File: config.mk
export PLATFORM = sky130hd
export DESIGN_NAME = cpu_io_window
export DESIGN_NICKNAME = d
export VERILOG_FILES = /design/src/rtl/cpu_io_pkg.sv /design/src/rtl/io_port_decode.sv /design/src/rtl/io_byte_field.sv /design/src/rtl/io_stack_ptr.sv /design/src/rtl/io_ext_bridge.sv /design/src/rtl/cpu_io_window.sv
export SDC_FILE = /design/constraint.sdc
export NUM_CORES = 1
export LEC_CHECK = 0
export BUFFER_PORTS_ARGS = -buffer_cell sky130_fd_sc_hd__buf_2
export CORE_ASPECT_RATIO = 0.9
export CORE_UTILIZATION = 30
export DETAILED_ROUTE_END_ITERATION = 7
export PLACE_DENSITY_LB_ADDON = 0.3
export SYNTH_ARGS = -nofsm -noshare
export SYNTH_HDL_FRONTEND = slang
export SYNTH_SLANG_ARGS = --single-unit
File: constraint.sdc
create_clock -name clk_i -period 1.88 [get_ports clk_i]
set_input_delay 0.47 -clock clk_i [delete_from_list [all_inputs] [get_ports clk_i]]
set_output_delay 0.47 -clock clk_i [all_outputs]
set_load 0.01 [all_outputs]
File: src/rtl/cpu_io_pkg.sv
package cpu_io_pkg;
  localparam int unsigned PORT_W    = 6;
  localparam int unsigned DATA_W    = 8;
  localparam int unsigned FIELD_W   = 24;
  localparam int unsigned FIELD_LSB = 16;
  localparam int unsigned SP_W      = 16;
  localparam int unsigned NUM_FIELD = 5;

  typedef enum logic [2:0] {
    WIN_PAGE_D  = 3'd0,
    WIN_PAGE_X  = 3'd1,
    WIN_PAGE_Y  = 3'd2,
    WIN_PAGE_Z  = 3'd3,
    WIN_EXT_IND = 3'd4,
    WIN_SP_LO   = 3'd5,
    WIN_SP_HI   = 3'd6,
    WIN_STATUS  = 3'd7
  } win_sel_e;
endpackage

File: src/rtl/io_port_decode.sv
module io_port_decode
  import cpu_io_pkg::*;
(
  input  logic              valid_i,
  input  logic [PORT_W-1:0] port_i,
  output logic              win_hit_o,
  output logic              ext_hit_o,
  output win_sel_e          win_sel_o
);
  logic in_win;
  assign in_win    = (port_i[PORT_W-1:3] == '1);
  assign win_hit_o = valid_i && in_win;
  assign ext_hit_o = valid_i && !in_win;
  assign win_sel_o = win_sel_e'(port_i[2:0]);
endmodule

File: src/rtl/io_byte_field.sv
module io_byte_field
  import cpu_io_pkg::*;
#(
  parameter bit ENABLE = 1'b1
) (
  input  logic               clk_i,
  input  logic               rst_ni,
  input  logic               we_i,
  input  logic [DATA_W-1:0]  wdata_i,
  output logic [FIELD_W-1:0] q_o,
  output logic [DATA_W-1:0]  byte_o
);
  logic [FIELD_W-1:0] q;

  always_ff @(posedge clk_i or negedge rst_ni) begin
    if (!rst_ni)                q <= '0;
    else if (ENABLE && we_i)    q <= FIELD_W'(wdata_i) << FIELD_LSB;
  end

  assign q_o    = q;
  assign byte_o = q[FIELD_LSB +: DATA_W];

  a_r3_absent_drops: assert property (@(posedge clk_i) disable iff (!rst_ni)
    (we_i && !ENABLE) |=> $stable(q_o));
  a_r4_low_bits_zero: assert property (@(posedge clk_i) disable iff (!rst_ni)
    we_i |=> (q_o[FIELD_LSB-1:0] == '0));
endmodule

File: src/rtl/io_stack_ptr.sv
module io_stack_ptr
  import cpu_io_pkg::*;
#(
  parameter bit SP_WIDE = 1'b1
) (
  input  logic              clk_i,
  input  logic              rst_ni,
  input  logic              we_lo_i,
  input  logic              we_hi_i,
  input  logic [DATA_W-1:0] wdata_i,
  output logic [SP_W-1:0]   sp_o
);
  localparam int unsigned HI_LSB = SP_W - DATA_W;
  logic [SP_W-1:0] sp;

  always_ff @(posedge clk_i or negedge rst_ni) begin
    if (!rst_ni) begin
      sp <= '0;
    end else begin
      if (we_lo_i)            sp[DATA_W-1:0]      <= wdata_i;
      if (we_hi_i && SP_WIDE) sp[HI_LSB +: DATA_W] <= wdata_i;
    end
  end

  assign sp_o = sp;

  a_r5_lo_keeps_hi: assert property (@(posedge clk_i) disable iff (!rst_ni)
    we_lo_i |=> (sp_o[HI_LSB +: DATA_W] == $past(sp_o[HI_LSB +: DATA_W])));
  a_r6_narrow_drops_hi: assert property (@(posedge clk_i) disable iff (!rst_ni)
    (we_hi_i && !we_lo_i && !SP_WIDE) |=> $stable(sp_o));
  a_r6_hi_keeps_lo: assert property (@(posedge clk_i) disable iff (!rst_ni)
    (we_hi_i && !we_lo_i) |=> (sp_o[DATA_W-1:0] == $past(sp_o[DATA_W-1:0])));
endmodule

File: src/rtl/io_ext_bridge.sv
module io_ext_bridge
  import cpu_io_pkg::*;
#(
  parameter int unsigned ADDR_W  = 16,
  parameter int unsigned IO_BASE = 32'h20
) (
  input  logic              clk_i,
  input  logic              rst_ni,
  input  logic              ext_hit_i,
  input  logic              write_i,
  input  logic [PORT_W-1:0] port_i,
  input  logic [DATA_W-1:0] wdata_i,
  input  logic              ext_rvalid_i,
  output logic              ext_req_o,
  output logic              ext_we_o,
  output logic [ADDR_W-1:0] ext_addr_o,
  output logic [DATA_W-1:0] ext_wdata_o,
  output logic              rd_pend_o
);
  logic rd_pend;

  assign ext_req_o   = ext_hit_i;
  assign ext_we_o    = ext_hit_i && write_i;
  assign ext_addr_o  = ADDR_W'(IO_BASE) + ADDR_W'(port_i);
  assign ext_wdata_o = wdata_i;

  always_ff @(posedge clk_i or negedge rst_ni) begin
    if (!rst_ni) rd_pend <= 1'b0;
    else         rd_pend <= ext_hit_i && !write_i;
  end
  assign rd_pend_o = rd_pend;

  a_r9_ext_resp_on_time: assert property (@(posedge clk_i) disable iff (!rst_ni)
    (ext_req_o && !ext_we_o) |=> ext_rvalid_i);
endmodule

File: src/rtl/cpu_io_window.sv
module cpu_io_window
  import cpu_io_pkg::*;
#(
  parameter logic [3:0]  PAGE_EN = 4'b1111,
  parameter bit          SP_WIDE = 1'b1,
  parameter int unsigned ADDR_W  = 16,
  parameter int unsigned IO_BASE = 32'h20
) (
  input  logic              clk_i,
  input  logic              rst_ni,
  input  logic              acc_valid_i,
  input  logic              acc_write_i,
  input  logic [5:0]        acc_port_i,
  input  logic [7:0]        acc_wdata_i,
  output logic              rd_valid_o,
  output logic [7:0]        rd_data_o,
  output logic              ext_req_o,
  output logic              ext_we_o,
  output logic [ADDR_W-1:0] ext_addr_o,
  output logic [7:0]        ext_wdata_o,
  input  logic              ext_rvalid_i,
  input  logic [7:0]        ext_rdata_i,
  output logic [23:0]       page_d_o,
  output logic [23:0]       page_x_o,
  output logic [23:0]       page_y_o,
  output logic [23:0]       page_z_o,
  output logic [23:0]       ext_ind_o,
  output logic [15:0]       sp_o,
  output logic [7:0]        status_o
);
  localparam logic [NUM_FIELD-1:0] FIELD_EN = {1'b1, PAGE_EN};

  logic     win_hit, ext_hit, rd_pend_ext;
  win_sel_e win_sel;
  logic     [NUM_FIELD-1:0] field_we;
  logic     [FIELD_W-1:0]   field_q [NUM_FIELD];
  logic     [DATA_W-1:0]    field_b [NUM_FIELD];
  logic     [SP_W-1:0]      sp;
  logic     [DATA_W-1:0]    status_q, rd_byte, rd_win_q;
  logic     rd_valid_q, wr_acc;

  io_port_decode u_dec (
    .valid_i  (acc_valid_i),
    .port_i   (acc_port_i),
    .win_hit_o(win_hit),
    .ext_hit_o(ext_hit),
    .win_sel_o(win_sel)
  );

  assign wr_acc = win_hit && acc_write_i;

  for (genvar g = 0; g < NUM_FIELD; g++) begin : g_field
    assign field_we[g] = wr_acc && (win_sel == win_sel_e'(g));
    io_byte_field #(.ENABLE(FIELD_EN[g])) u_fld (
      .clk_i  (clk_i),
      .rst_ni (rst_ni),
      .we_i   (field_we[g]),
      .wdata_i(acc_wdata_i),
      .q_o    (field_q[g]),
      .byte_o (field_b[g])
    );
  end

  io_stack_ptr #(.SP_WIDE(SP_WIDE)) u_sp (
    .clk_i  (clk_i),
    .rst_ni (rst_ni),
    .we_lo_i(wr_acc && win_sel == WIN_SP_LO),
    .we_hi_i(wr_acc && win_sel == WIN_SP_HI),
    .wdata_i(acc_wdata_i),
    .sp_o   (sp)
  );

  io_ext_bridge #(.ADDR_W(ADDR_W), .IO_BASE(IO_BASE)) u_ext (
    .clk_i       (clk_i),
    .rst_ni      (rst_ni),
    .ext_hit_i   (ext_hit),
    .write_i     (acc_write_i),
    .port_i      (acc_port_i),
    .wdata_i     (acc_wdata_i),
    .ext_rvalid_i(ext_rvalid_i),
    .ext_req_o   (ext_req_o),
    .ext_we_o    (ext_we_o),
    .ext_addr_o  (ext_addr_o),
    .ext_wdata_o (ext_wdata_o),
    .rd_pend_o   (rd_pend_ext)
  );

  always_ff @(posedge clk_i or negedge rst_ni) begin
    if (!rst_ni)                                   status_q <= '0;
    else if (wr_acc && win_sel == WIN_STATUS)      status_q <= acc_wdata_i;
  end

  always_comb begin
    unique case (win_sel)
      WIN_SP_LO:  rd_byte = sp[DATA_W-1:0];
      WIN_SP_HI:  rd_byte = sp[SP_W-1 -: DATA_W];
      WIN_STATUS: rd_byte = status_q;
      default:    rd_byte = field_b[win_sel];
    endcase
  end

  // Window read data is captured at the request edge; external data passes through.
  always_ff @(posedge clk_i or negedge rst_ni) begin
    if (!rst_ni) begin
      rd_valid_q <= 1'b0;
      rd_win_q   <= '0;
    end else begin
      rd_valid_q <= acc_valid_i && !acc_write_i;
      if (win_hit && !acc_write_i) rd_win_q <= rd_byte;
    end
  end

  assign rd_valid_o = rd_valid_q;
  assign rd_data_o  = rd_pend_ext ? ext_rdata_i : rd_win_q;

  assign page_d_o  = field_q[WIN_PAGE_D];
  assign page_x_o  = field_q[WIN_PAGE_X];
  assign page_y_o  = field_q[WIN_PAGE_Y];
  assign page_z_o  = field_q[WIN_PAGE_Z];
  assign ext_ind_o = field_q[WIN_EXT_IND];
  assign sp_o      = sp;
  assign status_o  = status_q;

  a_r9_read_latency: assert property (@(posedge clk_i) disable iff (!rst_ni)
    (acc_valid_i && !acc_write_i) |=> rd_valid_o);
  a_r9_no_ext_in_window: assert property (@(posedge clk_i) disable iff (!rst_ni)
    (acc_valid_i && acc_port_i >= 6'h38) |-> !ext_req_o);
  a_r7_status_store: assert property (@(posedge clk_i) disable iff (!rst_ni)
    (acc_valid_i && acc_write_i && acc_port_i == 6'h3F) |=> (status_o == $past(acc_wdata_i)));
  a_r10_read_no_change: assert property (@(posedge clk_i) disable iff (!rst_ni)
    (acc_valid_i && !acc_write_i) |=> ($stable(sp_o) && $stable(status_o) && $stable(ext_ind_o)));
  a_r1_idle_no_valid: assert property (@(posedge clk_i) disable iff (!rst_ni)
    !acc_valid_i |=> !rd_valid_o);
endmodule

==> results.sh <==
export IMPL_ant_nets=0
export IMPL_core_um2=14000
export IMPL_async_flop_share_pct=100.0
export IMPL_synth_mux_area_share_pct=24.36
export IMPL_synthAdderAreaFrac_pct=0
export IMPL_cp_arrival_ns=1.34
export IMPL_regArea_um2=1853
export IMPL_start_kind="register"
export IMPL_start_util_pct=30.77
export IMPL_area_delta_synth_final_pct=23.43
export IMPL_outcome="finished clean"
export IMPL_numCtsBuffers=9
export IMPL_hold_path_startpoint="acc_write_i"
export IMPL_dp_hpwl_mm=7.830
export IMPL_reg2reg_slack_ns=0.56
export IMPL_r2r_end="rd_win_q[6]"
export IMPL_vias=2960
export IMPL_root_buffer="clkbuf_16"
export IMPL_finalMaxSlewViolations=0
export IMPL_setup_tns_ns=0
export IMPL_yosysTopAreaCell="dfrtp_1"
export IMPL_worstHoldPathType="input port to register"
export IMPL_viasPerCell=4.175
export IMPL_synth_xor_area_share_pct=0
export IMPL_dp_slack_ns=-0.2557
export IMPL_synth_compound_area_share_pct=5.865
export IMPL_ys_flop_type="dfrtp_1"
export IMPL_synth_seq_cells=74
export IMPL_synth_top_family_by_area="multiplexers"
export IMPL_post_route_period_util_pct=96.07
export IMPL_ios=206
export IMPL_grt_met3_usage_pct=3.047
export IMPL_whs_path_depth=3
export IMPL_io_buffers=115
export IMPL_yosysWarningCount=0
export IMPL_synth_simple_area_share_pct=6.707
export IMPL_drtIter0Drc=75
export IMPL_final_hold_violation_count=0
export IMPL_insertion_delay_ns=0.33
export IMPL_finalSetupViolCount=0
export IMPL_clockBufferDepth=2
export IMPL_cts_sinks=74
export IMPL_drv_cap=0
export IMPL_die_area_um2=14850
export IMPL_critPathLaunch="u_ext.rd_pend_o"
export IMPL_synth_edff_count=0
export IMPL_h_tree_depth=3
export IMPL_nets=538
export IMPL_critical_path_class="register to output pin"
export IMPL_ff2ff_path_depth=4
export IMPL_layout_setup_ws_ns=0.07390
export IMPL_multi_input_area_um2=1931
export IMPL_antenna_cells=0
export IMPL_nFillCells=1396
export IMPL_worstPathMaxFanout=6
export IMPL_grt_start_max_net_pins=40
export IMPL_routed_wl_mm=10.23
export IMPL_use_met2_pct=22.88
export IMPL_synthesis_area_um2=4309
export IMPL_power_density_nw_per_um2=912.9
export IMPL_rsz0062_at_grt="false"
export IMPL_synth_cells=384
export IMPL_yosys_top_cells_count="103 x buf_4, 78 x mux2_2, 74 x dfrtp_1, 16 x mux2i_1, 15 x nor2_1"
export IMPL_overflow=0
export IMPL_design_area_um2=5319
export IMPL_r2r_start="g_field[0].u_fld.q_o[22]"
export IMPL_syn_avg_cell_area_um2=11.22
export IMPL_min_period_ns=1.806
export IMPL_track_usage_pct=14.04
export IMPL_finalWeightedCongestion=0.7773
export IMPL_cts_setup_buffers=0
export IMPL_max_freq_ghz=0.5537
export IMPL_place_area_um2=4916
export IMPL_drc_errors=0
export IMPL_synth_top_area_share_pct=42.97
export IMPL_met1_usage_pct=18.88
export IMPL_crit_path_end_kind="output pin"
export IMPL_ys_types=31
export IMPL_yosysSeqAreaShare_pct=42.97
export IMPL_cts_tree="yes"
export IMPL_crit_path_end="rd_data_o[0]"
export IMPL_drtPass1Iterations=4
export IMPL_synth_area_leaders="dfrtp_1 43%, mux2_2 20%, buf_4 18%, mux2i_1 3.7%, a31oi_1 2.0%"
export IMPL_placementRows=41
export IMPL_ir_drop_mv=0.4269
export IMPL_die_y_um=115.7
export IMPL_clock_skew_ns=0.005209
export IMPL_drive_gt1_share_pct=47.67
export IMPL_clkTransAtPathRegs_ns=0.06
export IMPL_grt_busiest_layer="met2"
export IMPL_wl_per_cell_um=14.42
export IMPL_grt_pass1_vias=2822
export IMPL_synth_most_common_cell="buf_4"
export IMPL_die_w_um=128.3
export IMPL_worstPathRequired_ns=1.41
export IMPL_antenna_found_initial=0
export IMPL_grt_pass1_wl_mm=15.68
export IMPL_power_leakage_nw=2.897
-- layer usage --
| metal | routed length [µm] | part of all wire [%] |
|---|---|---|
| met5 | 0 | 0 |
| met4 | 86 | 0.84 |
| met3 | 616 | 6.0 |
| met2 | 4755 | 46 |
| met1 | 4768 | 47 |
-- state kept, by name, summed over array words and instances, names as in the netlist --
register,cells
status_o,8
u_ext.rd_pend_o,1
g_field.u_fld.q_o,40
u_sp.sp_o,16
rd_valid_o,1
rd_win_q,8
-- worst max-delay path, cell delays in order (launching register included) --
cell	delay (ns)
dfrtp_2	0.41
buf_12	0.14
mux2_2	0.32
buf_2	0.14
-- metrics by stage --
step                power, mW  utilization, %  hold WS, ns  std cells
floorplan               2.494               -       0.1744        472
global placement        2.701           35.10       0.3248        692
detailed placement      2.724           35.10       0.3254        692
CTS                     4.918           37.94       0.4069        709
global route            5.070           37.98       0.4307        709
finish                  4.855           37.98       0.4169        709
-- cells by family after synthesis --
group                  Yosys count
buffers and inverters          122
multiplexers                    95
AND/OR/NAND/NOR                 51
AO/OA/AOI/OAI                   41
other                            1
flip-flops                      74
-- layout by cell type (no fill, tap or decap), types with 4 or more instances in the layout --
cell       count
o21ai_0        8
mux2_2        78
conb_1        89
dfrtp_1       73
a21o_1         7
buf_12         6
nor2b_1        4
nand2b_1       8
nor2_1        15
a31oi_1       14
buf_2        114
bufinv_16      4
clkbuf_16      9
mux2i_1       16
buf_4         26
nand2_1       11
a21oi_1        8
-- repair_timing --
item                                   in CTS  in global routing
endpoints found under the hold margin      11                  0
hold buffers                                1                  0
setup endpoints to repair                   3                  4
resized for setup                           1                  1
pin swaps                                   0                  0
-- worst min path at each step --
stage                                           to  slack (ns)
final                                   rd_valid_o        0.42
after global routing                    rd_valid_o        0.43
after CTS                               rd_valid_o        0.41
after detailed placement               status_o[5]        0.33
after global placement                 status_o[5]        0.32
after floorplan           g_field[0].u_fld.q_o[16]        0.17
-- cell type report --
type,instances,area share (%)
Clock buffer,12,5.011
Clock inverter,4,2.258
Inverter,3,0.2117
Multi-Input combinational cell,276,36.30
Sequential cell,74,34.84
Tap cell,193,4.540
Timing Repair Buffer,147,16.84
-- power by group --
| part | switching (mW) | leakage [nW] | total [mW] | internal [mW] |
|---|---|---|---|---|
| Combinational | 0.455 | 1.72 | 0.817 | 0.361 |
| Sequential | 0.121 | 0.990 | 1.87 | 1.75 |
| Clock | 0.628 | 0.189 | 2.17 | 1.54 |
No activity file was read; power rests on OpenSTA's default activity.
